--- src/rtl/tsc_sched_pkg.sv ---
package tsc_sched_pkg;
  localparam int DAV_W  = 11;
  localparam int FUNC_W = 4;
  localparam int PREC_W = 2;

  function automatic logic [DAV_W-1:0] dav_mask(input logic [FUNC_W-1:0] f);
    case (f)
      4'd1:        dav_mask = 11'h600;
      4'd2:        dav_mask = 11'h780;
      4'd3:        dav_mask = 11'h400;
      4'd4:        dav_mask = 11'h200;
      4'd5:        dav_mask = 11'h180;
      4'd6:        dav_mask = 11'h040;
      4'd7:        dav_mask = 11'h030;
      4'd8, 4'd9:  dav_mask = 11'h010;
      4'd10:       dav_mask = 11'h004;
      4'd11:       dav_mask = 11'h070;
      4'd12:       dav_mask = 11'h002;
      default:     dav_mask = '0;
    endcase
  endfunction

  function automatic logic needs_pen(input logic [FUNC_W-1:0] f);
    needs_pen = (f >= 4'd1) && (f <= 4'd5);
  endfunction

  function automatic logic one_shot(input logic [FUNC_W-1:0] f);
    one_shot = ((f >= 4'd3) && (f <= 4'd8)) || (f == 4'd10) || (f == 4'd12);
  endfunction

  function automatic logic runnable(input logic [FUNC_W-1:0] f);
    runnable = (f >= 4'd1) && (f <= 4'd12);
  endfunction

  function automatic int prec_bits(input logic [PREC_W-1:0] p);
    case (p)
      2'd1:    prec_bits = 8;
      2'd2:    prec_bits = 10;
      default: prec_bits = 12;
    endcase
  endfunction
endpackage

--- src/rtl/tsc_start_rule.sv ---
module tsc_start_rule
  import tsc_sched_pkg::*;
(
  input  logic              en,
  input  logic              busy,
  input  logic              hold,
  input  logic              pen,
  input  logic              dav_any,
  input  logic [FUNC_W-1:0] func,
  output logic              start,
  output logic              kill
);
  logic pen_ok;

  always_comb begin
    pen_ok = !needs_pen(func) || pen;
    kill   = en && one_shot(func) && pen_ok && dav_any;
    start  = en && !busy && !hold && runnable(func) && pen_ok && !kill;
  end
endmodule

--- src/rtl/tsc_conv_timer.sv ---
module tsc_conv_timer #(
  parameter int TICKS = 4
) (
  input  logic clk,
  input  logic rst,
  input  logic start,
  input  logic cancel,
  input  logic tick,
  output logic busy,
  output logic done
);
  localparam int CNT_W = $clog2(TICKS + 1);
  localparam logic [CNT_W-1:0] LOAD = CNT_W'(TICKS);
  localparam logic [CNT_W-1:0] ONE  = CNT_W'(1);

  logic [CNT_W-1:0] cnt_q;
  logic             busy_q;

  assign done = busy_q && tick && (cnt_q == ONE) && !cancel;
  assign busy = busy_q;

  always_ff @(posedge clk) begin
    if (rst) begin
      busy_q <= 1'b0;
      cnt_q  <= '0;
    end else if (start) begin
      busy_q <= 1'b1;
      cnt_q  <= LOAD;
    end else if (cancel || done) begin
      busy_q <= 1'b0;
      cnt_q  <= '0;
    end else if (busy_q && tick) begin
      cnt_q  <= cnt_q - ONE;
    end
  end

  AST_CNT_RANGE: assert property (@(posedge clk) disable iff (rst)
    cnt_q <= LOAD && (busy_q || cnt_q == '0));
endmodule

--- src/rtl/tsc_dav_track.sv ---
module tsc_dav_track
  import tsc_sched_pkg::*;
(
  input  logic              clk,
  input  logic              rst,
  input  logic              done,
  input  logic [FUNC_W-1:0] func,
  input  logic [DAV_W-1:0]  ack,
  output logic [DAV_W-1:0]  dav
);
  logic [DAV_W-1:0] set_v;
  logic [DAV_W-1:0] dav_q;

  assign set_v = done ? dav_mask(func) : '0;
  assign dav   = dav_q;

  for (genvar i = 0; i < DAV_W; i++) begin : g_bit
    always_ff @(posedge clk) begin
      if (rst) dav_q[i] <= 1'b0;
      else     dav_q[i] <= (dav_q[i] && !ack[i]) || set_v[i];
    end

    AST_ACK_CLEARS: assert property (@(posedge clk) disable iff (rst)
      ($past(ack[i]) && !$past(set_v[i])) |-> !dav_q[i]);
  end
endmodule

--- src/rtl/tsc_conv_sched.sv ---
module tsc_conv_sched
  import tsc_sched_pkg::*;
#(
  parameter int CONV_TICKS = 4,
  parameter int SAMPLE_W   = 16
) (
  input  logic                clk,
  input  logic                rst,
  input  logic                pen_i,
  input  logic                ctl_wr_i,
  input  logic                ctl_en_i,
  input  logic [3:0]          ctl_func_i,
  input  logic [1:0]          ctl_prec_i,
  input  logic [1:0]          pin_sel_i,
  input  logic [10:0]         rd_ack_i,
  input  logic                tick_i,
  input  logic [SAMPLE_W-1:0] sample_i,
  output logic [10:0]         dav_o,
  output logic                busy_o,
  output logic [3:0]          cur_func_o,
  output logic [1:0]          cur_prec_o,
  output logic                irq_n_o,
  output logic [SAMPLE_W-1:0] result_o,
  output logic [15:0]         status_o
);
  logic              en_q;
  logic [FUNC_W-1:0] nfunc_q, func_q;
  logic [PREC_W-1:0] nprec_q, prec_q;
  logic              irq_n_q;
  logic [SAMPLE_W-1:0] res_q;
  logic              start, kill, cancel, done, busy, dav_any, irq_lvl;
  logic [DAV_W-1:0]  dav;

  assign dav_any = |dav;
  assign cancel  = ctl_wr_i && !ctl_en_i;

  tsc_start_rule u_rule (
    .en(en_q), .busy(busy), .hold(ctl_wr_i), .pen(pen_i),
    .dav_any(dav_any), .func(nfunc_q), .start(start), .kill(kill)
  );

  tsc_conv_timer #(.TICKS(CONV_TICKS)) u_timer (
    .clk(clk), .rst(rst), .start(start), .cancel(cancel),
    .tick(tick_i), .busy(busy), .done(done)
  );

  tsc_dav_track u_dav (
    .clk(clk), .rst(rst), .done(done), .func(func_q),
    .ack(rd_ack_i), .dav(dav)
  );

  always_comb begin
    case (pin_sel_i)
      2'd0:    irq_lvl = pen_i;
      2'd1:    irq_lvl = dav_any;
      default: irq_lvl = pen_i && !dav_any;
    endcase
    if (!en_q) irq_lvl = 1'b0;
  end

  always_ff @(posedge clk) begin
    if (rst) begin
      en_q    <= 1'b0;
      nfunc_q <= '0;
      nprec_q <= '0;
      func_q  <= '0;
      prec_q  <= '0;
      irq_n_q <= 1'b1;
      res_q   <= '0;
    end else begin
      if (ctl_wr_i) begin
        en_q    <= ctl_en_i;
        nfunc_q <= ctl_func_i;
        nprec_q <= ctl_prec_i;
      end else if (kill) begin
        en_q    <= 1'b0;
      end
      if (start) begin
        func_q <= nfunc_q;
        prec_q <= nprec_q;
      end
      irq_n_q <= !irq_lvl;
      res_q   <= sample_i >> (SAMPLE_W - prec_bits(prec_q));
    end
  end

  assign dav_o      = dav;
  assign busy_o     = busy;
  assign cur_func_o = func_q;
  assign cur_prec_o = prec_q;
  assign irq_n_o    = irq_n_q;
  assign result_o   = res_q;
  assign status_o   = {pin_sel_i, !en_q, 1'b0, dav_any, dav};

  AST_START_LATCH: assert property (@(posedge clk) disable iff (rst)
    $rose(busy_o) |-> (cur_func_o == $past(nfunc_q) && cur_prec_o == $past(nprec_q)));
  AST_NO_IDLE_START: assert property (@(posedge clk) disable iff (rst)
    $rose(busy_o) |-> (cur_func_o != 4'd0 && cur_func_o <= 4'd12));
  AST_ONESHOT_EMPTY: assert property (@(posedge clk) disable iff (rst)
    ($rose(busy_o) && one_shot(cur_func_o)) |-> ($past(dav_o) == '0));
  AST_CANCEL_IDLE: assert property (@(posedge clk) disable iff (rst)
    $past(ctl_wr_i && !ctl_en_i) |-> !busy_o);
  AST_IRQ_OFF: assert property (@(posedge clk) disable iff (rst)
    !$past(en_q) |-> irq_n_o);
endmodule

--- config.mk ---
export PLATFORM = sky130hd
export DESIGN_NAME = tsc_conv_sched
export DESIGN_NICKNAME = d
export VERILOG_FILES = /design/src/rtl/tsc_sched_pkg.sv /design/src/rtl/tsc_start_rule.sv /design/src/rtl/tsc_conv_timer.sv /design/src/rtl/tsc_dav_track.sv /design/src/rtl/tsc_conv_sched.sv
export SDC_FILE = /design/constraint.sdc
export NUM_CORES = 1
export LEC_CHECK = 0
export ABC_AREA = 1
export CORE_MARGIN = 2
export CORE_UTILIZATION = 42
export CTS_BUF_LIST = sky130_fd_sc_hd__clkbuf_8 sky130_fd_sc_hd__clkbuf_16
export DETAILED_ROUTE_END_ITERATION = 10
export GPL_TIMING_DRIVEN = 0
export MAX_ROUTING_LAYER = met4
export PLACE_DENSITY_LB_ADDON = 0.2
export SLEW_MARGIN = 20
export SYNTH_ARGS = -nofsm -noshare
export SYNTH_HDL_FRONTEND = slang
export SYNTH_HIERARCHICAL = 1
export SYNTH_SLANG_ARGS = --single-unit
--- constraint.sdc ---
create_clock -name clk -period 2 [get_ports clk]
set_input_delay 0.2 -clock clk [delete_from_list [all_inputs] [get_ports clk]]
set_output_delay 0.2 -clock clk [all_outputs]
set_load 0.005 [all_outputs]
Yosys cells after proc, flatten, opt, wreduce, memory -nomap -nowiden
Memories as Yosys holds them, arrays and structs flattened. A register that Yosys moved wholly into a read port is not among the register bits.
Index checks and enable logic that the tools add are counted.
{ "word_totals": {"mem_count": 1, "ff_bits": 45, "romBits": 144, "word_cells": 118, "output_inout_bits": 51} }
{ "op_classes": {"reduce_logical": 68, "n_mux": 14, "n_lt_le_gt_ge": 5, "shifts": 1, "eq_ne": 6, "n_addsub": 2} }
{ "memory_table": {"columns": ["name", "depth", "word_bits", "rd", "rd_clocked_by_memory_dff", "write_ports", "line_no", "source"], "rows": [
  ["(no name shown)", 16, 9, 1, 1, 0, "tsc_sched_pkg.sv:7", "case (f)"]
]} }
{ "ops": {"columns": ["operator", "count"], "rows": [
  ["2-to-1 mux 32 bit", 1],
  ["right shift 16 x 32 -> 16 bit", 1],
  ["subtractor 6 x 32 -> 32 bit, first input constant", 1],
  ["logical AND 1 bit", 27],
  ["zero test 1 bit", 20],
  ["logical OR 1 bit", 15],
  ["2-to-1 mux 11 bit", 1],
  ["OR reduction 11 bit", 1],
  ["2-to-1 mux 3 bit", 3],
  ["== test 4 bit, second input constant", 2],
  ["<= comparator 4 bit, second input constant", 2],
  ["2-to-1 mux 4 bit", 2],
  ["one-hot mux 3 bit (2 select lines)", 1],
  ["2-to-1 mux 1 bit", 5],
  ["== test 2 x 1 -> 1 bit, second input constant", 2],
  [">= comparator 4 x 1 -> 1 bit, second input constant", 1],
  [">= comparator 4 x 2 -> 1 bit, second input constant", 1],
  ["<= comparator 4 x 3 -> 1 bit, second input constant", 1],
  ["nonzero test 2 bit", 2],
  ["== test 3 x 1 -> 1 bit, second input constant", 1],
  ["nonzero test 3 bit", 1],
  ["OR reduction 3 bit", 1],
  ["subtractor 3 x 1 -> 3 bit, second input constant", 1],
  ["== test 2 bit, second input constant", 1],
  ["2 further kinds", 2]
]} }

Logic depth before layout (Yosys ltp)
Gate-level depths: netlist of run 1.
{ "depth": {"word_depth": 11, "depth_mapped": 13, "depth_no_buf": 13} }

Modules after synthesis
Netlist of run 1, hierarchy kept.
{ "by_module_without_submodules": {"columns": ["mod", "seq_area_each_um2", "instances", "cells_each", "area_per_inst_um2"], "rows": [
  ["tsc_conv_sched", 600.6, 1, 163, 1233.7],
  ["tsc_dav_track", 220.2, 1, 80, 575.6],
  ["tsc_conv_timer", 80.1, 1, 33, 231.5],
  ["tsc_start_rule", 0.0, 1, 32, 137.6]
]} }

Worst setup path after synthesis of run 1
Ideal clock, no wire load.
{ "synth_path": {"path_type": "register to register", "start": "register u_dav.dav_q[9], in the netlist u_dav/dav[9]", "end": "register prec_q[1], in the netlist cur_prec_o[1]", "t_arrival_ps": 1332, "period_less_slack_ps": 1455, "setup_slack_ps": 545, "path_stages_with_launch": 13, "path_cell_list": "dfxtp_1 -> nor2_1 -> nand2_1 -> nor2_1 -> nand2_1 -> nand2_1 -> inv_1 -> nand2_1 -> nor2_1 -> nor2_2 -> inv_1 -> o21ai_0 -> a21oi_1"} }
{ "synth_between": {"elab_chain_cells": 4} }
{ "synth_lines": {"columns": ["item", "line_no", "source"], "rows": [
  ["start, declared", "tsc_dav_track.sv:12", "logic [DAV_W-1:0] dav_q;"],
  ["start signal, assigned by index", "tsc_dav_track.sv:20", "else dav_q[i] <= (dav_q[i] && !ack[i]) || set_v[i];"],
  ["OR reduction 11 bit", "tsc_conv_sched.sv:34", "assign dav_any = |dav;"],
  ["net dav_any", "tsc_conv_sched.sv:31", "logic start, kill, cancel, done, busy, dav_any, irq_lvl;"],
  ["logical AND 1 bit", "tsc_start_rule.sv:17", "kill = en && one_shot(func) && pen_ok && dav_any;"],
  ["zero test 1 bit", "tsc_start_rule.sv:18", "start = en && !busy && !hold && runnable(func) && pen_ok && !kill;"],
  ["logical AND 1 bit", "tsc_start_rule.sv:18", null],
  ["net start", "tsc_conv_sched.sv:31", null],
  ["end signal, assigned", "tsc_conv_sched.sv:80", "prec_q <= nprec_q;"],
  ["end, declared", "tsc_conv_sched.sv:28", "logic [PREC_W-1:0] nprec_q, prec_q;"]
]} }
The timed path passes the listed nets, and every way through them passes these cells.
A chain may end at the register's enable or synchronous reset.

Final worst setup path of run 1
{ "layout_path": {"start": "register u_dav.dav_q[9], in the netlist u_dav/dav[9]", "end": "output status_o[11]"} }
{ "layout_between": {"elab_chain_cells": 1} }
{ "layout_lines": {"columns": ["item", "line_no", "source"], "rows": [
  ["OR reduction 11 bit", "tsc_conv_sched.sv:34", null],
  ["end, declared", "tsc_conv_sched.sv:24", "output logic [15:0] status_o"]
]} }
No other way between the ends.

==> flow_summary_export.csv, run 1 <==
group,metric,value,unit
placed_design,place_inst,468,
worst_setup_path,crit_family,"buffers and inverters",
route,final_antenna_net_count,0,
power,leakagePower,1.48,nW
route,post_drt_via_cell_ratio,4.35,
logic_synthesis,synth_top_family_by_area,"simple AND/OR/NAND/NOR gates",
route,wl_per_cell,10.1,microns
floorplan,die_h,76.0,microns
worst_setup_path,rr_endpoint,"u_timer/cnt_q[2]",
timing,finalCritPeriodShare,91.2,%
global_routing,overflow,0,
floorplan,chipWidth,76.0,microns
timing,final-hold-violation-count,0,
final_layout,stdcell_count,476,
clock_tree,cts_inserted_buffers,5,
logic_synthesis,syn_area_per_cell,7.07,sq um
route,drc_errors,0,
final_layout,antenna_cells,0,
global_routing,track_usage,18.0,%
global_routing,antenna_found_initial,0,
logic_synthesis,synth_fa_ha_area_share,4.60,%
logic_synthesis,synth_top_area_cell,"dfxtp_1",
timing,finalClockSkew,0.00681,ns
route,drt_wl_total,4780,microns
worst_setup_path,crit_arrival,1.62,ns
logic_synthesis,syn-cell-area,2180,sq um
clock_tree,cts_max_level,2,
clock_tree,clkTransAtPathRegs,0.08,ns
min_path,holdPathEnd,"u_dav/dav[0]",
worst_setup_path,rr_worst_depth,12,
power,ir_drop,0.000396,V
logic_synthesis,muxShareOfSynthArea,0,%
placed_design,preCtsSetupSlack,-0.178,ns
worst_setup_path,cp_max_fo,4,
floorplan,start_util,43.2,%
run,cap_violations,0,
logic_synthesis,synthFlopType,"dfxtp_1",
logic_synthesis,ys_top_cells_by_area,"dfxtp_1, nand2_1, nor2_1",
global_routing,grt_max_degree,15,
clock_tree,cts_tree,"built",
worst_setup_path,worstPathBufferInverterCount,2,
worst_setup_path,cp-start-kind,"flop",
placed_design,dpl.hpwl,3720,microns
floorplan,std_cell_rows,26,
route,dr_total_vias,2070,
worst_setup_path,crit_slowest_cell,"clkdlybuf4s50_1",
clock_tree,postCtsSetupBuffers,0,
global_routing,grt_pass1_vias,1854,
worst_setup_path,path_cells,"nor2_1, nand2_1, nor2_2, nand2_2, buf_4, clkdlybuf4s50_1",
logic_synthesis,synth_common_cells,"nand2_1, nor2_1, dfxtp_1",
timing,finalSetupTns,0,ns
clock_tree,cts_resized,0,
placed_design,gp_congestion,0.794,
final_layout,drive_gt1_share,13.3,%
floorplan,ios,92,
timing,timing.final.ws_setup,0.176,ns
floorplan,fp.dieArea,5780,sq um
logic_synthesis,synth_compound_area_share,12.4,%
logic_synthesis,synth-simple-area-share,26.8,%
final_layout,fin_nets,454,
clock_tree,clock-root-buffer,"clkbuf_8",
logic_synthesis,netlist_instances,308,
logic_synthesis,synth_warnings,6,
timing,rsz0062_at_grt,"false",
clock_tree,cts_sinks,45,
final_layout,area_growth,50.4,%
power,power,1.96,mW
timing,max_freq,548,MHz
logic_synthesis,yosysMostFrequentCell,"nand2_1",
worst_setup_path,worstSetupEndpointType,"primary output",
worst_setup_path,crit-reg2reg-launch,"u_dav/dav[5]",
logic_synthesis,synth_xor_area_share,0.402,%
logic_synthesis,yosys_register_bits,45,
logic_synthesis,synth_top_area_share,41.4,%
timing,period_minus_slack,1.82,ns
route,dr.pass1.iters,4,
logic_synthesis,seq_area_frac_synth,41.4,%
power,power_density,598,nW/um^2
worst_setup_path,path_class,"reg -> out",
worst_setup_path,cp_slowest_stage_delay,0.44,ns
worst_setup_path,crit_required,1.80,ns
route,drtIter0Drc,128,
logic_synthesis,synthArstFlopShare,0,%
placed_design,port_buffers,86,
clock_tree,clk_latency,0.29,ns
logic_synthesis,synth-edff-count,0,
logic_synthesis,synth_cell_types,24,
min_path,holdPathStages,2,
outcome,status,"finished, final reports clean",
min_path,hp-start,"rd_ack_i[0]",
min_path,hold_class,"in -> reg",
timing,holdWs,0.429,ns
clock_tree,postCtsHoldBufs,0,
global_routing,grt_first_pass_wirelength,8250,microns
timing,setup_viol,0,
timing,drv_slew,0,
clock_tree,cts_buffer_depth,2,
worst_setup_path,rrSetupSlack,0.35,ns
floorplan,fp.coreArea,5040,sq um
==> cell usage in the layout (no fill, tap or decap), drive strengths merged <==
cell type / instances
o21bai: 3
nand4: 2
clkinvlp: 1
clkdlybuf4s50: 86
nor3: 2
conb: 5
bufinv: 1
ha: 8
o22ai: 4
buf: 18
dfxtp: 45
nor2: 54
clkbuf: 6
o21ai: 28
nand2: 68
nand3b: 3
xor2: 1
inv: 48
a21oi: 15
nand3: 7
and2: 1
==> where the power goes <==
group,switching [mW],internal (mW),total [mW]
Clock,0.302,0.406,0.708
Sequential,0.0274,0.937,0.964
Combinational,0.119,0.167,0.287
Total,0.449,1.51,1.96
==> registers in the layout (all words and copies together), names as in the netlist <==
name           count
cur_func_o         4
cur_prec_o         2
en_q               1
irq_n_o            1
nfunc_q            4
nprec_q            2
result_o          16
u_dav/dav         11
u_timer/busy       1
u_timer/cnt_q      3
==> kinds of logic after synthesis <==
| kind of cell | count (synthesis) |
|---|---|
| and+or+nand+nor | 137 |
| AOI/OAI and AO/OA | 50 |
| buffers and inverters | 66 |
| other | 1 |
| adders and majority gates | 8 |
| xor gates and xnor gates | 1 |
| DFF | 45 |
==> area by class of cell <==
| class | count | area (sq um) |
|---|---|---|
| buffer | 18 | 130 |
| clock buffer | 6 | 82.6 |
| clock inverter | 2 | 37.5 |
| fill | 461 | 1770 |
| inverter | 48 | 180 |
| multi-input combinational | 201 | 997 |
| sequential | 45 | 901 |
| tap | 70 | 87.6 |
| timing repair buffer | 86 | 861 |
==> stage by stage <==
stage | utilization (%) | cell area, sq um
4_1_cts | 64.7 | 3260
5_1_grt | 65.0 | 3280
2_1_floorplan | - | 2190
3_5_place_dp | 62.3 | 3140
6_report | 65.0 | 3280
3_3_place_gp | 62.3 | 3140
==> worst max path at each step <==
stage                    end          from  cells past startpoint  slack [ns]
6_report        status_o[11]  u_dav/dav[9]                      6        0.18
5_1_grt         status_o[11]  u_dav/dav[1]                      6        0.04
4_1_cts         status_o[11]  u_dav/dav[9]                      6        0.07
3_5_place_dp    u_dav/dav[6]      ctl_wr_i                     10       -0.18
3_3_place_gp    u_dav/dav[5]      ctl_wr_i                      8       -0.19
2_1_floorplan  cur_prec_o[1]  u_dav/dav[9]                     12        0.54
==> routing by layer <==
metal | GRT usage, % | vias to the layer above | share of wire (%)
li1 | - | 1121 | -
met1 | 21.6 | 878 | 46
met2 | 29.6 | 69 | 47
met3 | 5.33 | 2 | 6.6
met4 | 5.45 | 0 | 0.59
met5 | - | - | 0
==> worst reg2reg max path, cell delays in order, from the launching register on <==
cell	delay, ns
dfxtp_1	0.41
nor2_1	0.06
and2_1	0.17
nand2_2	0.10
nand2_1	0.06
inv_1	0.06
nand2_1	0.05
nor2_1	0.16
nor2_4	0.08
inv_1	0.11
nand3b_1	0.08
o21ai_0	0.15
a21oi_1	0.06
Power figures use the tool's default switching activity.
==> run 2: changes to the inputs <==
--- a/config.mk
+++ b/config.mk
@@ -12,7 +12,7 @@
 export DETAILED_ROUTE_END_ITERATION = 10
 export GPL_TIMING_DRIVEN = 0
 export MAX_ROUTING_LAYER = met4
-export PLACE_DENSITY_LB_ADDON = 0.2
+export PLACE_DENSITY = 0.79
 export SLEW_MARGIN = 20
 export SYNTH_ARGS = -nofsm -noshare
 export SYNTH_HDL_FRONTEND = slang
==> run 2 against run 1 <==
Clock skew is 0.0021 ns higher. First-iteration DRC count is 52% lower. Sequential cell count stayed put. Sequential power hardly changed. Clock power is 18% lower. Worst setup slack worse by 0.031 ns. Design area is 0.95% lower. Register-to-register slack worse by 0.10 ns. Via count is 2.6% higher. Non-clock buffer count stayed put. Final cell count stayed put. Highest routed layer unchanged.
==> flow_summary_export.csv, run 2 (synthesized netlist as in run 1, its figures left out) <==
group,metric,value,unit
floorplan,fp.dieArea,5780,sq um
worst_setup_path,crit_required,1.80,ns
clock_tree,cts_inserted_buffers,5,
clock_tree,postCtsHoldBufs,0,
final_layout,fin_nets,454,
outcome,status,"finished, final reports clean",
clock_tree,cts_buffer_depth,2,
timing,setup_viol,0,
power,p_sw_share,24.5,%
power,leakagePower,1.47,nW
clock_tree,clock-root-buffer,"clkbuf_8",
timing,period_minus_slack,1.86,ns
final_layout,fin_util,64.4,%
placed_design,gp_congestion,0.847,
timing,final-hold-violation-count,0,
min_path,holdPathStages,2,
worst_setup_path,crit_arrival,1.66,ns
route,drt_wl_total,4980,microns
power,pwr-share-seq,52.6,%
run,cap_violations,0,
floorplan,std_cell_rows,26,
timing,drv_slew,0,
final_layout,fill_cells,479,
placed_design,port_buffers,86,
global_routing,grt_pass1_vias,1983,
global_routing,grt_max_degree,15,
global_routing,overflow,0,
final_layout,area_growth,49.0,%
route,wl_per_cell,10.5,microns
route,dr_total_vias,2124,
worst_setup_path,worstSetupEndpointType,"primary output",
timing,timing.final.ws_setup,0.145,ns
floorplan,chipWidth,76.0,microns
power,pwr-share-comb,15.8,%
power,intPower,1.38,mW
placed_design,dpl.hpwl,4010,microns
power,power_density,565,nW/um^2
route,final_antenna_net_count,0,
power,power,1.83,mW
final_layout,stdcell_count,476,
power,p_sw,0.448,mW
power,p_clk_share,31.6,%
global_routing,track_usage,18.6,%
clock_tree,clk_latency,0.29,ns
floorplan,fp.coreArea,5040,sq um
route,dr.pass1.iters,4,
clock_tree,cts_sinks,45,
timing,finalSetupTns,0,ns
worst_setup_path,crit_slowest_cell,"clkdlybuf4s50_1",
final_layout,seq_area,901,sq um
worst_setup_path,path_cells,"nor2_1, and2_1, nand2_1, buf_4, clkdlybuf4s50_1",
worst_setup_path,rr_worst_depth,12,
clock_tree,clkTransAtPathRegs,0.08,ns
final_layout,drive_gt1_share,12.8,%
final_layout,final_cell_mix,"clkdlybuf4s50_1, nand2_1, nor2_1, dfxtp_1, inv_1",
final_layout,antenna_cells,0,
clock_tree,cts_tree,"built",
worst_setup_path,cp_max_fo,4,
worst_setup_path,cp.depth,5,
worst_setup_path,crit_family,"buffers and inverters",
floorplan,die_h,76.0,microns
global_routing,busiest_layer,"met2",
global_routing,antenna_found_initial,0,
final_layout,largest_reg_flops,16,
global_routing,use_met2,33.4,%
worst_setup_path,cp-start-kind,"flop",
worst_setup_path,cp_slowest_stage_delay,0.48,ns
power,ir_drop,0.000341,V
timing,finalCritPeriodShare,92.8,%
global_routing,globalRouteMet3Util,5.21,%
global_routing,grt_util_met1,20.4,%
timing,rsz0062_at_grt,"false",
route,drc_errors,0,
min_path,hold_class,"in -> reg",
route,drtIter0Drc,61,
timing,finalClockSkew,0.00890,ns
placed_design,preCtsSetupSlack,-0.237,ns
floorplan,start_util,43.2,%
placed_design,place_inst,468,
clock_tree,postCtsSetupBuffers,0,
clock_tree,cts_max_level,2,
final_layout,multiInputGateArea,990,sq um
route,post_drt_via_cell_ratio,4.46,
global_routing,grt_first_pass_wirelength,8730,microns
final_layout,final_common_cell,"clkdlybuf4s50_1",
timing,max_freq,539,MHz
worst_setup_path,worstPathBufferInverterCount,2,
worst_setup_path,path_class,"reg -> out",
floorplan,ios,92,
-- run 2: final cells by class --
class	count	area share [%]
tap	70	2.70
clock buffer	6	2.54
inverter	48	5.55
sequential	45	27.8
clock inverter	2	0.424
timing repair buffer	86	26.5
multi-input combinational	201	30.5
buffer	18	4.01
-- run 2: power groups by stage --
stage	registers [mW]	logic (mW)	clock network, mW
2_1_floorplan	0.985	0.119	0
4_1_cts	0.965	0.291	0.599
6_report	0.965	0.290	0.578
5_1_grt	0.971	0.323	0.638
3_5_place_dp	0.986	0.289	0
3_3_place_gp	0.984	0.283	0
-- run 2: path summary, 6_finish.rpt --
check / startpoint / to / slack (ns)
worst max-delay path: u_dav/dav[3] / status_o[11] / 0.14
worst min-delay path: rd_ack_i[0] / u_dav/dav[0] / 0.44
worst max register to register: u_dav/dav[9] / cur_prec_o[1] / 0.25
worst min register to register: u_dav/dav[0] / u_dav/dav[0] / 0.48
-- run 2: timing repair --
item,CTS,global route
endpoints found under the hold margin,0,0
gates resized for setup,0,2
endpoints found under the setup margin,0,12
-- run 2: through the flow --
stage,hold WS [ns],cell area (sq um)
6_report,0.441,3250
4_1_cts,0.427,3240
3_3_place_gp,0.462,3140
3_5_place_dp,0.465,3140
5_1_grt,0.430,3250
2_1_floorplan,0.269,2190
-- run 2: metal layers --
metal | share of wire [%] | vias up
met4 | 0.46 | 0
li1 | - | 1124
met2 | 51 | 57
met5 | 0 | -
met3 | 5.9 | 2
met1 | 43 | 941
==> run 3: changes to the inputs <==
--- a/config.mk
+++ b/config.mk
@@ -9,6 +9,7 @@
 export CORE_MARGIN = 2
 export CORE_UTILIZATION = 42
 export CTS_BUF_LIST = sky130_fd_sc_hd__clkbuf_8 sky130_fd_sc_hd__clkbuf_16
+export CTS_CLUSTER_DIAMETER = 80
 export DETAILED_ROUTE_END_ITERATION = 10
 export GPL_TIMING_DRIVEN = 0
 export MAX_ROUTING_LAYER = met4
==> constraint.sdc (replaced) <==
create_clock -name clk -period 1.85 [get_ports clk]
set_input_delay 0.185 -clock clk [delete_from_list [all_inputs] [get_ports clk]]
set_output_delay 0.185 -clock clk [all_outputs]
set_load 0.005 [all_outputs]
==> run 3 against run 2 <==
Global-route usage barely moved. Non-clock buffer count did not move. Worst setup slack got worse by 0.11 ns. Final cell count stayed put. Largest cell class is now multi-input gates. Critical endpoint unchanged. Core utilization is 0.30 points higher.
==> flow_summary_export.csv, run 3 (synthesized netlist as in run 1, its figures left out) <==
group,metric,value,unit
power,power_density,608,nW/um^2
power,power,1.98,mW
global_routing,antenna_found_initial,0,
timing,final-hold-violation-count,0,
final_layout,fin_util,64.7,%
outcome,status,"finished, final reports clean",
global_routing,overflow,0,
min_path,hp-start,"rd_ack_i[3]",
floorplan,fp.dieArea,5780,sq um
final_layout,final_cell_mix,"clkdlybuf4s50_1, nand2_1, nor2_1, dfxtp_1, inv_1",
power,pwr-share-seq,52.6,%
worst_setup_path,path_class,"reg -> out",
power,leakagePower,1.48,nW
global_routing,grt_first_pass_wirelength,8740,microns
floorplan,std_cell_rows,26,
clock_tree,clkTransAtPathRegs,0.08,ns
global_routing,grt_max_degree,15,
route,dr_total_vias,2117,
timing,drv_slew,0,
worst_setup_path,rrSetupSlack,0.20,ns
route,final_antenna_net_count,0,
placed_design,gp_congestion,0.847,
power,pwr-share-comb,15.9,%
power,intPower,1.50,mW
final_layout,final_common_cell,"clkdlybuf4s50_1",
final_layout,antenna_cells,0,
clock_tree,cts_inserted_buffers,5,
clock_tree,cts_max_level,2,
worst_setup_path,crit_arrival,1.63,ns
timing,rsz0062_at_grt,"true",
floorplan,chipWidth,76.0,microns
placed_design,dpl.hpwl,4010,microns
worst_setup_path,cp_max_fo,4,
timing,finalClockSkew,0.00885,ns
route,dr.pass1.iters,4,
floorplan,start_util,43.2,%
timing,setup_viol,0,
floorplan,die_h,76.0,microns
route,drtIter0Drc,77,
timing,max_freq,552,MHz
clock_tree,cts_buffer_depth,2,
final_layout,largest_reg_flops,16,
floorplan,ios,92,
worst_setup_path,cp-start-kind,"flop",
worst_setup_path,crit-reg2reg-launch,"u_dav/dav[9]",
power,p_sw,0.485,mW
final_layout,seq_area,902,sq um
clock_tree,clk_latency,0.29,ns
timing,finalCritPeriodShare,97.9,%
global_routing,grt_pass1_vias,1981,
clock_tree,cts_tree,"built",
run,cap_violations,0,
power,p_clk_share,31.5,%
worst_setup_path,rr_worst_depth,13,
clock_tree,postCtsHoldBufs,0,
worst_setup_path,rr_endpoint,"u_timer/cnt_q[2]",
power,p_sw_share,24.5,%
final_layout,area_growth,49.7,%
global_routing,track_usage,18.6,%
clock_tree,postCtsSetupBuffers,0,
route,wl_per_cell,10.5,microns
min_path,hold_class,"in -> reg",
final_layout,fill_cells,478,
final_layout,stdcell_count,476,
route,post_drt_via_cell_ratio,4.45,
route,drt_wl_total,4990,microns
min_path,holdPathStages,2,
clock_tree,clock-root-buffer,"clkbuf_8",
worst_setup_path,crit_required,1.66,ns
placed_design,port_buffers,86,
clock_tree,cts_sinks,45,
power,ir_drop,0.000369,V
final_layout,fin_nets,454,
timing,period_minus_slack,1.81,ns
floorplan,fp.coreArea,5040,sq um
final_layout,multiInputGateArea,1000,sq um
final_layout,drive_gt1_share,13.5,%
route,drc_errors,0,
timing,holdWs,0.421,ns
worst_setup_path,worstSetupEndpointType,"primary output",
placed_design,place_inst,468,
min_path,holdPathEnd,"u_dav/dav[3]",
-- run 3: final cells by class --
| type | instances | area share, % |
|---|---|---|
| buffer | 18 | 3.99 |
| clock buffer | 6 | 2.53 |
| clock inverter | 2 | 0.422 |
| inverter | 48 | 5.53 |
| multi-input combinational | 201 | 30.8 |
| sequential | 45 | 27.7 |
| tap | 70 | 2.69 |
| timing repair buffer | 86 | 26.4 |
-- run 3: critical path, stage by stage (launching register included) --
cell             delay [ns]
dfxtp_1                0.38
nor2_1                 0.06
and2_1                 0.20
nand2_2                0.11
buf_4                  0.11
clkdlybuf4s50_1        0.48
-- run 3: stage by stage --
step / instance area, sq um / setup TNS [ns] / worst slack [ns]
global placement: 3140 / -2.34 / -0.301
global route: 3260 / -0.0608 / -0.0608
finish: 3260 / 0 / 0.0391
CTS: 3250 / 0 / 0.00321
detailed placement: 3140 / -2.91 / -0.372
floorplan: 2190 / 0 / 0.395
-- run 3: layer usage --
metal / global-route usage (%) / vias to the layer above / routed length, microns
met5: - / - / 0
met4: 4.36 / 0 / 40
met3: 5.21 / 5 / 275
met2: 33.3 / 49 / 2530
met1: 20.6 / 939 / 2150
li1: - / 1124 / -
-- run 3: how the worst max path moves through the flow --
stage	end	cells after the start	from
after global placement	u_dav/dav[5]	8	ctl_wr_i
after floorplan	cur_prec_o[1]	12	u_dav/dav[9]
after detailed placement	u_dav/dav[5]	8	ctl_wr_i
final	status_o[11]	5	u_dav/dav[0]
after CTS	status_o[11]	6	u_dav/dav[9]
after global routing	status_o[11]	6	u_dav/dav[9]
-- run 3: power by group through the flow --
stage	clock network, mW	registers, mW	logic [mW]
global placement	0	1.06	0.305
global route	0.690	1.05	0.351
floorplan	0	1.06	0.128
detailed placement	0	1.07	0.313
finish	0.625	1.04	0.314
CTS	0.648	1.04	0.315
-- run 3: timing repair --
| item | CTS | global route |
|---|---|---|
| setup endpoints to repair | 7 | 13 |
| gates resized for setup | 4 | 4 |
| pin swaps | 0 | 1 |
